`config.mk`:
```
export PLATFORM = sky130hd
export DESIGN_NAME = mlock_unit
export DESIGN_NICKNAME = d
export VERILOG_FILES = /design/src/rtl/mlock_pkg.sv /design/src/rtl/mlock_decide.sv /design/src/rtl/mlock_capture.sv /design/src/rtl/mlock_ctrl.sv /design/src/rtl/mlock_unit.sv
export SDC_FILE = /design/constraint.sdc
export NUM_CORES = 1
export LEC_CHECK = 0
export BUFFER_PORTS_ARGS = -buffer_cell sky130_fd_sc_hd__buf_2
export CELL_PAD_IN_SITES_DETAIL_PLACEMENT = 0
export CELL_PAD_IN_SITES_GLOBAL_PLACEMENT = 1
export CORE_MARGIN = 8
export CORE_UTILIZATION = 29
export CTS_BUF_LIST = sky130_fd_sc_hd__clkbuf_2
export DETAILED_ROUTE_END_ITERATION = 10
export PLACE_DENSITY_LB_ADDON = 0.25
export SLEW_MARGIN = 20
export SYNTH_ARGS = -nofsm -noshare
export SYNTH_HDL_FRONTEND = slang
export SYNTH_SLANG_ARGS = --single-unit
```
`constraint.sdc`:
```
create_clock -name clk -period 1.4 [get_ports clk]
set_clock_uncertainty 0.05 [all_clocks]
set_input_delay 0.21 -clock clk [delete_from_list [all_inputs] [get_ports clk]]
set_output_delay 0.21 -clock clk [all_outputs]
set_load 0.005 [all_outputs]
```
`src/rtl/mlock_pkg.sv`:
```
package mlock_pkg;

  typedef enum logic [1:0] {
    OP_ENTER   = 2'b00,
    OP_EXIT    = 2'b01,
    OP_REENTER = 2'b10,
    OP_RSVD    = 2'b11
  } mlock_op_e;

  typedef enum logic [2:0] {
    S_IDLE    = 3'd0,
    S_FLAG_RD = 3'd1,
    S_FLAG_WT = 3'd2,
    S_LOCK_RD = 3'd3,
    S_LOCK_WT = 3'd4,
    S_LOCK_WR = 3'd5,
    S_RESP    = 3'd6,
    S_HAND    = 3'd7
  } mlock_st_e;

endpackage

```
`src/rtl/mlock_decide.sv`:
```
// Pure decision: given the operation and the lock word just read, say
// whether the fast path applies, what to write back and what to return.
module mlock_decide
  import mlock_pkg::*;
#(
  parameter int DW = 16
) (
  input  mlock_op_e         op,
  input  logic [DW-1:0]     word,
  output logic              fast,
  output logic [DW-1:0]     new_word,
  output logic [DW-1:0]     new_status
);
  localparam logic [DW-1:0] FREE_WORD = {1'b1, {(DW-1){1'b0}}};
  localparam logic [DW-1:0] HELD_WORD = '0;

  always_comb begin
    fast       = 1'b0;
    new_word   = HELD_WORD;
    new_status = '0;
    case (op)
      OP_ENTER, OP_REENTER: begin
        fast       = (word == FREE_WORD);
        new_word   = HELD_WORD;
        new_status = {{(DW-1){1'b0}}, 1'b1};
      end
      OP_EXIT: begin
        fast       = (word == HELD_WORD);
        new_word   = FREE_WORD;
        new_status = '0;
      end
      default: begin
        fast = 1'b0;
      end
    endcase
  end

endmodule

```
`src/rtl/mlock_capture.sv`:
```
// Holds the operands of the accepted request for the lock access and
// for the software handoff.
module mlock_capture
  import mlock_pkg::*;
#(
  parameter int AW = 8,
  parameter int DW = 16
) (
  input  logic          clk,
  input  logic          rst_n,
  input  logic          load,
  input  mlock_op_e     op_in,
  input  logic [AW-1:0] addr_in,
  input  logic [DW-1:0] arg1_in,
  input  logic [DW-1:0] arg2_in,
  output mlock_op_e     op_q,
  output logic [AW-1:0] addr_q,
  output logic [DW-1:0] w0,
  output logic [DW-1:0] w1,
  output logic [DW-1:0] w2
);
  logic [DW-1:0] arg1_q, arg2_q;

  always_ff @(posedge clk or negedge rst_n) begin
    if (!rst_n) begin
      op_q   <= OP_ENTER;
      addr_q <= '0;
      arg1_q <= '0;
      arg2_q <= '0;
    end else if (load) begin
      op_q   <= op_in;
      addr_q <= addr_in;
      arg1_q <= arg1_in;
      arg2_q <= arg2_in;
    end
  end

  always_comb begin
    w0         = '0;
    w0[AW-1:0] = addr_q;
    w1         = arg1_q;
    w2         = arg2_q;
  end

endmodule

```
`src/rtl/mlock_ctrl.sv`:
```
// Sequencer: flag read (re-enter only), locked read, conditional write,
// then one response or handoff cycle.
module mlock_ctrl
  import mlock_pkg::*;
#(
  parameter int DW = 16
) (
  input  logic          clk,
  input  logic          rst_n,
  input  logic          start,
  input  mlock_op_e     start_op,
  input  logic [DW-1:0] rd_word,
  input  logic          fast,
  input  logic [DW-1:0] new_word,
  input  logic [DW-1:0] new_status,
  input  logic          mem_gnt,
  output logic          busy,
  output logic          mem_req,
  output logic          mem_we,
  output logic          mem_lock,
  output logic          sel_flag,
  output logic [DW-1:0] wdata,
  output logic [DW-1:0] status,
  output logic          resp_valid,
  output logic          resp_slow,
  output logic          hand_valid
);
  mlock_st_e     st_q, st_nx;
  logic          res_en;
  logic [DW-1:0] wdata_nx, status_nx;

  always_comb begin
    st_nx     = st_q;
    res_en    = 1'b0;
    wdata_nx  = wdata;
    status_nx = status;
    case (st_q)
      S_IDLE: begin
        if (start) begin
          case (start_op)
            OP_REENTER:      st_nx = S_FLAG_RD;
            OP_ENTER, OP_EXIT: st_nx = S_LOCK_RD;
            default: begin
              st_nx     = S_HAND;
              res_en    = 1'b1;
              status_nx = '0;
            end
          endcase
        end
      end
      S_FLAG_RD: if (mem_gnt) st_nx = S_FLAG_WT;
      S_FLAG_WT: begin
        if (rd_word != '0) begin
          st_nx     = S_HAND;
          res_en    = 1'b1;
          status_nx = '0;
        end else begin
          st_nx = S_LOCK_RD;
        end
      end
      S_LOCK_RD: if (mem_gnt) st_nx = S_LOCK_WT;
      S_LOCK_WT: begin
        res_en = 1'b1;
        if (fast) begin
          st_nx     = S_LOCK_WR;
          wdata_nx  = new_word;
          status_nx = new_status;
        end else begin
          st_nx     = S_HAND;
          status_nx = '0;
        end
      end
      S_LOCK_WR: if (mem_gnt) st_nx = S_RESP;
      default:   st_nx = S_IDLE;
    endcase
  end

  always_ff @(posedge clk or negedge rst_n) begin
    if (!rst_n) begin
      st_q   <= S_IDLE;
      wdata  <= '0;
      status <= '0;
    end else begin
      st_q <= st_nx;
      if (res_en) begin
        wdata  <= wdata_nx;
        status <= status_nx;
      end
    end
  end

  always_comb begin
    busy       = (st_q != S_IDLE);
    mem_req    = (st_q == S_FLAG_RD) || (st_q == S_LOCK_RD) || (st_q == S_LOCK_WR);
    mem_we     = (st_q == S_LOCK_WR);
    sel_flag   = (st_q == S_FLAG_RD);
    mem_lock   = (st_q == S_LOCK_WT) || (st_q == S_LOCK_WR);
    hand_valid = (st_q == S_HAND);
    resp_slow  = (st_q == S_HAND);
    resp_valid = (st_q == S_RESP) || (st_q == S_HAND);
  end

  AST_REQ_HOLD: assert property (@(posedge clk) disable iff (!rst_n)
    (mem_req && !mem_gnt) |=> (mem_req && $stable(mem_we) && $stable(sel_flag)));
  AST_WRITE_LOCKED: assert property (@(posedge clk) disable iff (!rst_n)
    (mem_req && mem_we) |-> mem_lock);
  AST_LOCK_AFTER_READ: assert property (@(posedge clk) disable iff (!rst_n)
    $rose(mem_lock) |-> $past(mem_req && mem_gnt && !mem_we && !sel_flag));
  AST_HAND_PULSE: assert property (@(posedge clk) disable iff (!rst_n)
    hand_valid |=> !hand_valid);
  AST_IDLE_QUIET: assert property (@(posedge clk) disable iff (!rst_n)
    !busy |-> (!mem_req && !mem_lock && !resp_valid));
  AST_FAST_AFTER_WRITE: assert property (@(posedge clk) disable iff (!rst_n)
    (resp_valid && !resp_slow) |-> $past(mem_req && mem_gnt && mem_we));

endmodule

```
`src/rtl/mlock_unit.sv`:
```
module mlock_unit
  import mlock_pkg::*;
#(
  parameter int              AW        = 8,
  parameter int              DW        = 16,
  parameter logic [AW-1:0]   SLOW_ADDR = '1
) (
  input  logic          clk,
  input  logic          rst_n,
  input  logic          req_valid,
  input  logic [1:0]    req_op,
  input  logic [AW-1:0] req_addr,
  input  logic [DW-1:0] req_arg1,
  input  logic [DW-1:0] req_arg2,
  output logic          busy,
  output logic          resp_valid,
  output logic [DW-1:0] resp_status,
  output logic          resp_slow,
  output logic          mem_req,
  input  logic          mem_gnt,
  output logic          mem_we,
  output logic          mem_lock,
  output logic [AW-1:0] mem_addr,
  output logic [DW-1:0] mem_wdata,
  input  logic [DW-1:0] mem_rdata,
  output logic          hand_valid,
  output logic [1:0]    hand_op,
  output logic [DW-1:0] hand_w0,
  output logic [DW-1:0] hand_w1,
  output logic [DW-1:0] hand_w2
);
  localparam logic [DW-1:0] FREE_WORD = {1'b1, {(DW-1){1'b0}}};

  logic [1:0]    rs_q;
  logic          rst_n_s;
  logic          start, fast, sel_flag;
  mlock_op_e     op_q;
  logic [AW-1:0] addr_q;
  logic [DW-1:0] new_word, new_status;

  // asynchronous assert, synchronous release
  always_ff @(posedge clk or negedge rst_n) begin
    if (!rst_n) rs_q <= '0;
    else        rs_q <= {rs_q[0], 1'b1};
  end
  assign rst_n_s = rs_q[1];

  assign start    = req_valid && !busy;
  assign mem_addr = sel_flag ? SLOW_ADDR : addr_q;
  assign hand_op  = op_q;

  mlock_capture #(.AW(AW), .DW(DW)) u_cap (
    .clk(clk), .rst_n(rst_n_s), .load(start),
    .op_in(mlock_op_e'(req_op)), .addr_in(req_addr),
    .arg1_in(req_arg1), .arg2_in(req_arg2),
    .op_q(op_q), .addr_q(addr_q),
    .w0(hand_w0), .w1(hand_w1), .w2(hand_w2)
  );

  mlock_decide #(.DW(DW)) u_dec (
    .op(op_q), .word(mem_rdata),
    .fast(fast), .new_word(new_word), .new_status(new_status)
  );

  mlock_ctrl #(.DW(DW)) u_ctrl (
    .clk(clk), .rst_n(rst_n_s), .start(start),
    .start_op(mlock_op_e'(req_op)), .rd_word(mem_rdata),
    .fast(fast), .new_word(new_word), .new_status(new_status),
    .mem_gnt(mem_gnt), .busy(busy), .mem_req(mem_req), .mem_we(mem_we),
    .mem_lock(mem_lock), .sel_flag(sel_flag), .wdata(mem_wdata),
    .status(resp_status), .resp_valid(resp_valid), .resp_slow(resp_slow),
    .hand_valid(hand_valid)
  );

  AST_WDATA_VALUE: assert property (@(posedge clk) disable iff (!rst_n_s)
    (mem_req && mem_we) |-> (mem_wdata == ((op_q == OP_EXIT) ? FREE_WORD : '0)));
  AST_FAST_STATUS: assert property (@(posedge clk) disable iff (!rst_n_s)
    (resp_valid && !resp_slow) |-> (resp_status == ((op_q == OP_EXIT) ? '0 : DW'(1))));
  AST_RSVD_NO_MEM: assert property (@(posedge clk) disable iff (!rst_n_s)
    (mem_req && (op_q == OP_RSVD)) |-> 1'b0);

endmodule

```
==> qor.yml <==
status: "finished, violations left"
failing_checks: "setup timing"
fin_hold_ws_ns: 0.114
top_level_ports: 159
track_usage_pct: 13.0
power_density_mw_per_mm2: 1820
grt_setup_unrepaired: "true"
yosysWarnings: 0
worst_setup_path_startpoint: "u_ctrl.st_q[0]"
clk_transition_reported_paths_ns: 0.27
finalWirelength_mm: 7.85
syn_avg_cell_area_sq_um: 12.4
num_antenna_cells: 0
layout-drive-gt1-share_pct: 60.2
fin_crit_sh_pct: 135
time_the_worst_path_needs_with_i_o_delays_and_setup_ns: 1.89
gp_congestion: 0.733
synth_seq_cells: 49
place.detailed.hpwl_mm: 5.03
critical_path_class: "reg -> reg"
finalHoldViolCount: 0
yosys-top-cells-area: "dfrtp_1, mux2_2, buf_4, or2_2, nand2b_1"
portion_of_the_post_synthesis_area_used_by_sequential_elements_pct: 51.0
finalSetupTns_ns: -26.26
grt_pass1_vias: 2379
htree_num_levels: 2
worst_slack_ns: -0.492
wl_met3_um: 584
synth_enable_flop_cells: 0
total_area_of_multi_input_combinational_cells_sq_mm: 0.00125
starting_density_of_the_core_pct: 29.6
netlist_area_sq_mm: 0.00241
crit_chain: "buf_6 > or3_4 > nor2_4 > buf_12 > clkbuf_16 > mux2_4"
maxCapViolCount: 0
fmax_ghz: 0.529
cp_slowest_cell: "dfrtp_1"
synth_most_common_cell: "dfrtp_1"
netlist.top_cell.by_area: "dfrtp_1"
instances_no_fill: 499
post_drt_wl_per_cell_um: 15.7
ys_top_cells_by_count: "dfrtp_1, buf_4, mux2_2, or2_2, nand2b_1"
worst_path_largest_cell_delay_ns: 0.46
floorplan.core_area_sq_mm: 0.00813
grt.overflow.total: 0
ff2ff_setup_slack_ns: -0.49
placement_rows: 33
post_synth_num_cell_types: 35
hp-class: "in -> reg"
clk-insertion-delay-late_ns: 0.41
drt_pre_antenna_iters: 4
cp_data_required_time_ns: 1.67
cp-endpoint: "u_cap.w2[14]"
wire_length_of_the_first_global_routing_pass_mm: 12.1
port_buffers: 120
layout.filler_cells: 710
layout-area-overhead-vs-synth_pct: 77.1
worstReg2RegStart: "u_ctrl.st_q[0]"
timing.critical_path.fanout_max: 8
crit_path_start_kind: "flop"
final_net_count: 455
clock-root-buffer: "clkbuf_2"
wl_met2_mm: 4.19
ant_nets: 0
pin_count_of_the_biggest_net_entering_global_routing: 25
cts_buffers: 5
fp.dieArea_sq_mm: 0.0115
totalPowerFinal_mw: 7.77
r2r.worst_path.cells: 6
ys.flop_type: "dfrtp_1"
dr.first_iter.drc_count: 30
cp.arrival_ns: 2.16
setup_viol: 62
cts.sinks: 49
place_inst: 424
dieWidth_um: 107
finalMaxSlewViolations: 0
antenna_found_initial: 0
cts_tree: "done"
dr_total_vias: 2085
power.static_leakage_nw: 2.14
wirelength_met1_mm: 3.05
postSynthCellCount: 194
cts-root-to-sink-buffers: 2
rr_endpoint: "u_cap.w2[14]"
seq_area_sq_mm: 0.00123
routed_vias_inst: 4.18
max-vdd-ir-drop_mv: 0.835
die_ht_um: 107
yosys_top_cell_area_share_pct: 51.0
critPathCaptureType: "flop"
asyncSetResetFlopFracSynth_pct: 100
dr.max_layer_used: "met4"
drt_drc_violations_left: 0
## worst min-delay path by stage
stage                       start          endpoint  slack [ns]  cells after the start
floorplan                   rst_n           rs_q[0]       -0.14                      0
global placement            rst_n           rs_q[0]       -0.05                      1
detailed placement          rst_n           rs_q[0]       -0.05                      1
CTS                  mem_rdata[5]  u_ctrl.wdata[15]        0.08                      5
global route            req_valid    u_ctrl.st_q[0]        0.07                      4
finish              mem_rdata[12]    u_ctrl.st_q[1]        0.11                      4
## what timing repair did
action / in CTS / in global routing
hold buffers: 46 / 0
gates resized for setup: 80 / 31
buffers inserted: 18 / 3
endpoints found under the setup margin: 62 / 63
gates cloned: 4 / 2
pin swaps: 10 / 7
endpoints found under the hold margin: 47 / 0
## where the power goes
group	switching (mW)	internal, mW
combinational	1.62	3.06
clock	0.472	0.129
sequential	0.410	2.08
## layout by cell type, fill, tap and decap left out, types with 2 or more instances in the layout
| cell | instances |
|---|---|
| buf_2 | 109 |
| dlygate4sd3_1 | 46 |
| dfrtp_1 | 46 |
| mux2_4 | 42 |
| conb_1 | 39 |
| buf_6 | 28 |
| buf_4 | 8 |
| or2_2 | 6 |
| clkbuf_2 | 6 |
| nand2b_1 | 5 |
| buf_12 | 5 |
| or2_4 | 4 |
| nor2_1 | 4 |
| dfrtp_2 | 3 |
| nand2b_4 | 2 |
| and2_4 | 2 |
| inv_1 | 2 |
| nor4_1 | 2 |
| nand2_1 | 2 |
| o21ai_1 | 2 |
| o211ai_1 | 2 |
| clkinvlp_4 | 2 |
| clkbuf_16 | 2 |
| buf_8 | 2 |
## kinds of logic after synthesis
| group | synth area share (%) |
|---|---|
| buf+inv | 14.4 |
| simple gates | 10.5 |
| mux | 19.7 |
| flops | 51.0 |
| compound gates | 4.16 |
| other cells | 0.312 |
## registers in the layout, summed over array words and instances, names as in the netlist
name           flops
u_cap.w1          16
u_cap.w2          16
u_cap.addr_q       8
u_ctrl.st_q        3
rs_q               2
u_cap.op_q         2
u_ctrl.status      1
u_ctrl.wdata       1
## per-stage QoR
step / utilization, % / cell area, sq um / setup slack, ns
finish: 52.4 / 4260 / -0.492
global route: 52.4 / 4260 / -0.599
CTS: 51.1 / 4150 / -0.517
detailed placement: 37.9 / 3080 / -0.593
global placement: 37.9 / 3080 / -0.540
floorplan: - / 2560 / -0.324
## routing by layer
layer	vias to the layer above	global-route usage (%)
li1	988	-
met1	1017	14.6
met2	78	23.5
met3	2	3.84
met4	0	2.51
met5	-	0
## area by class of cell
cell class / instances / share of cell area (%)
Clock buffer: 6 / 0.705
Clock inverter: 2 / 0.352
Inverter: 3 / 0.323
Multi-Input combinational cell: 133 / 29.4
Sequential cell: 49 / 28.9
Tap cell: 105 / 3.08
Timing Repair Buffer: 201 / 37.3
## critical path: cells and delay by family, from the launching register on
family                 cells  cell delay, ns
AND/OR/NAND/NOR            2            0.53
buffers and inverters      3            0.46
flip-flops                 1            0.46
multiplexers               1            0.29
Note: power is estimated with default switching activity, not from simulation.
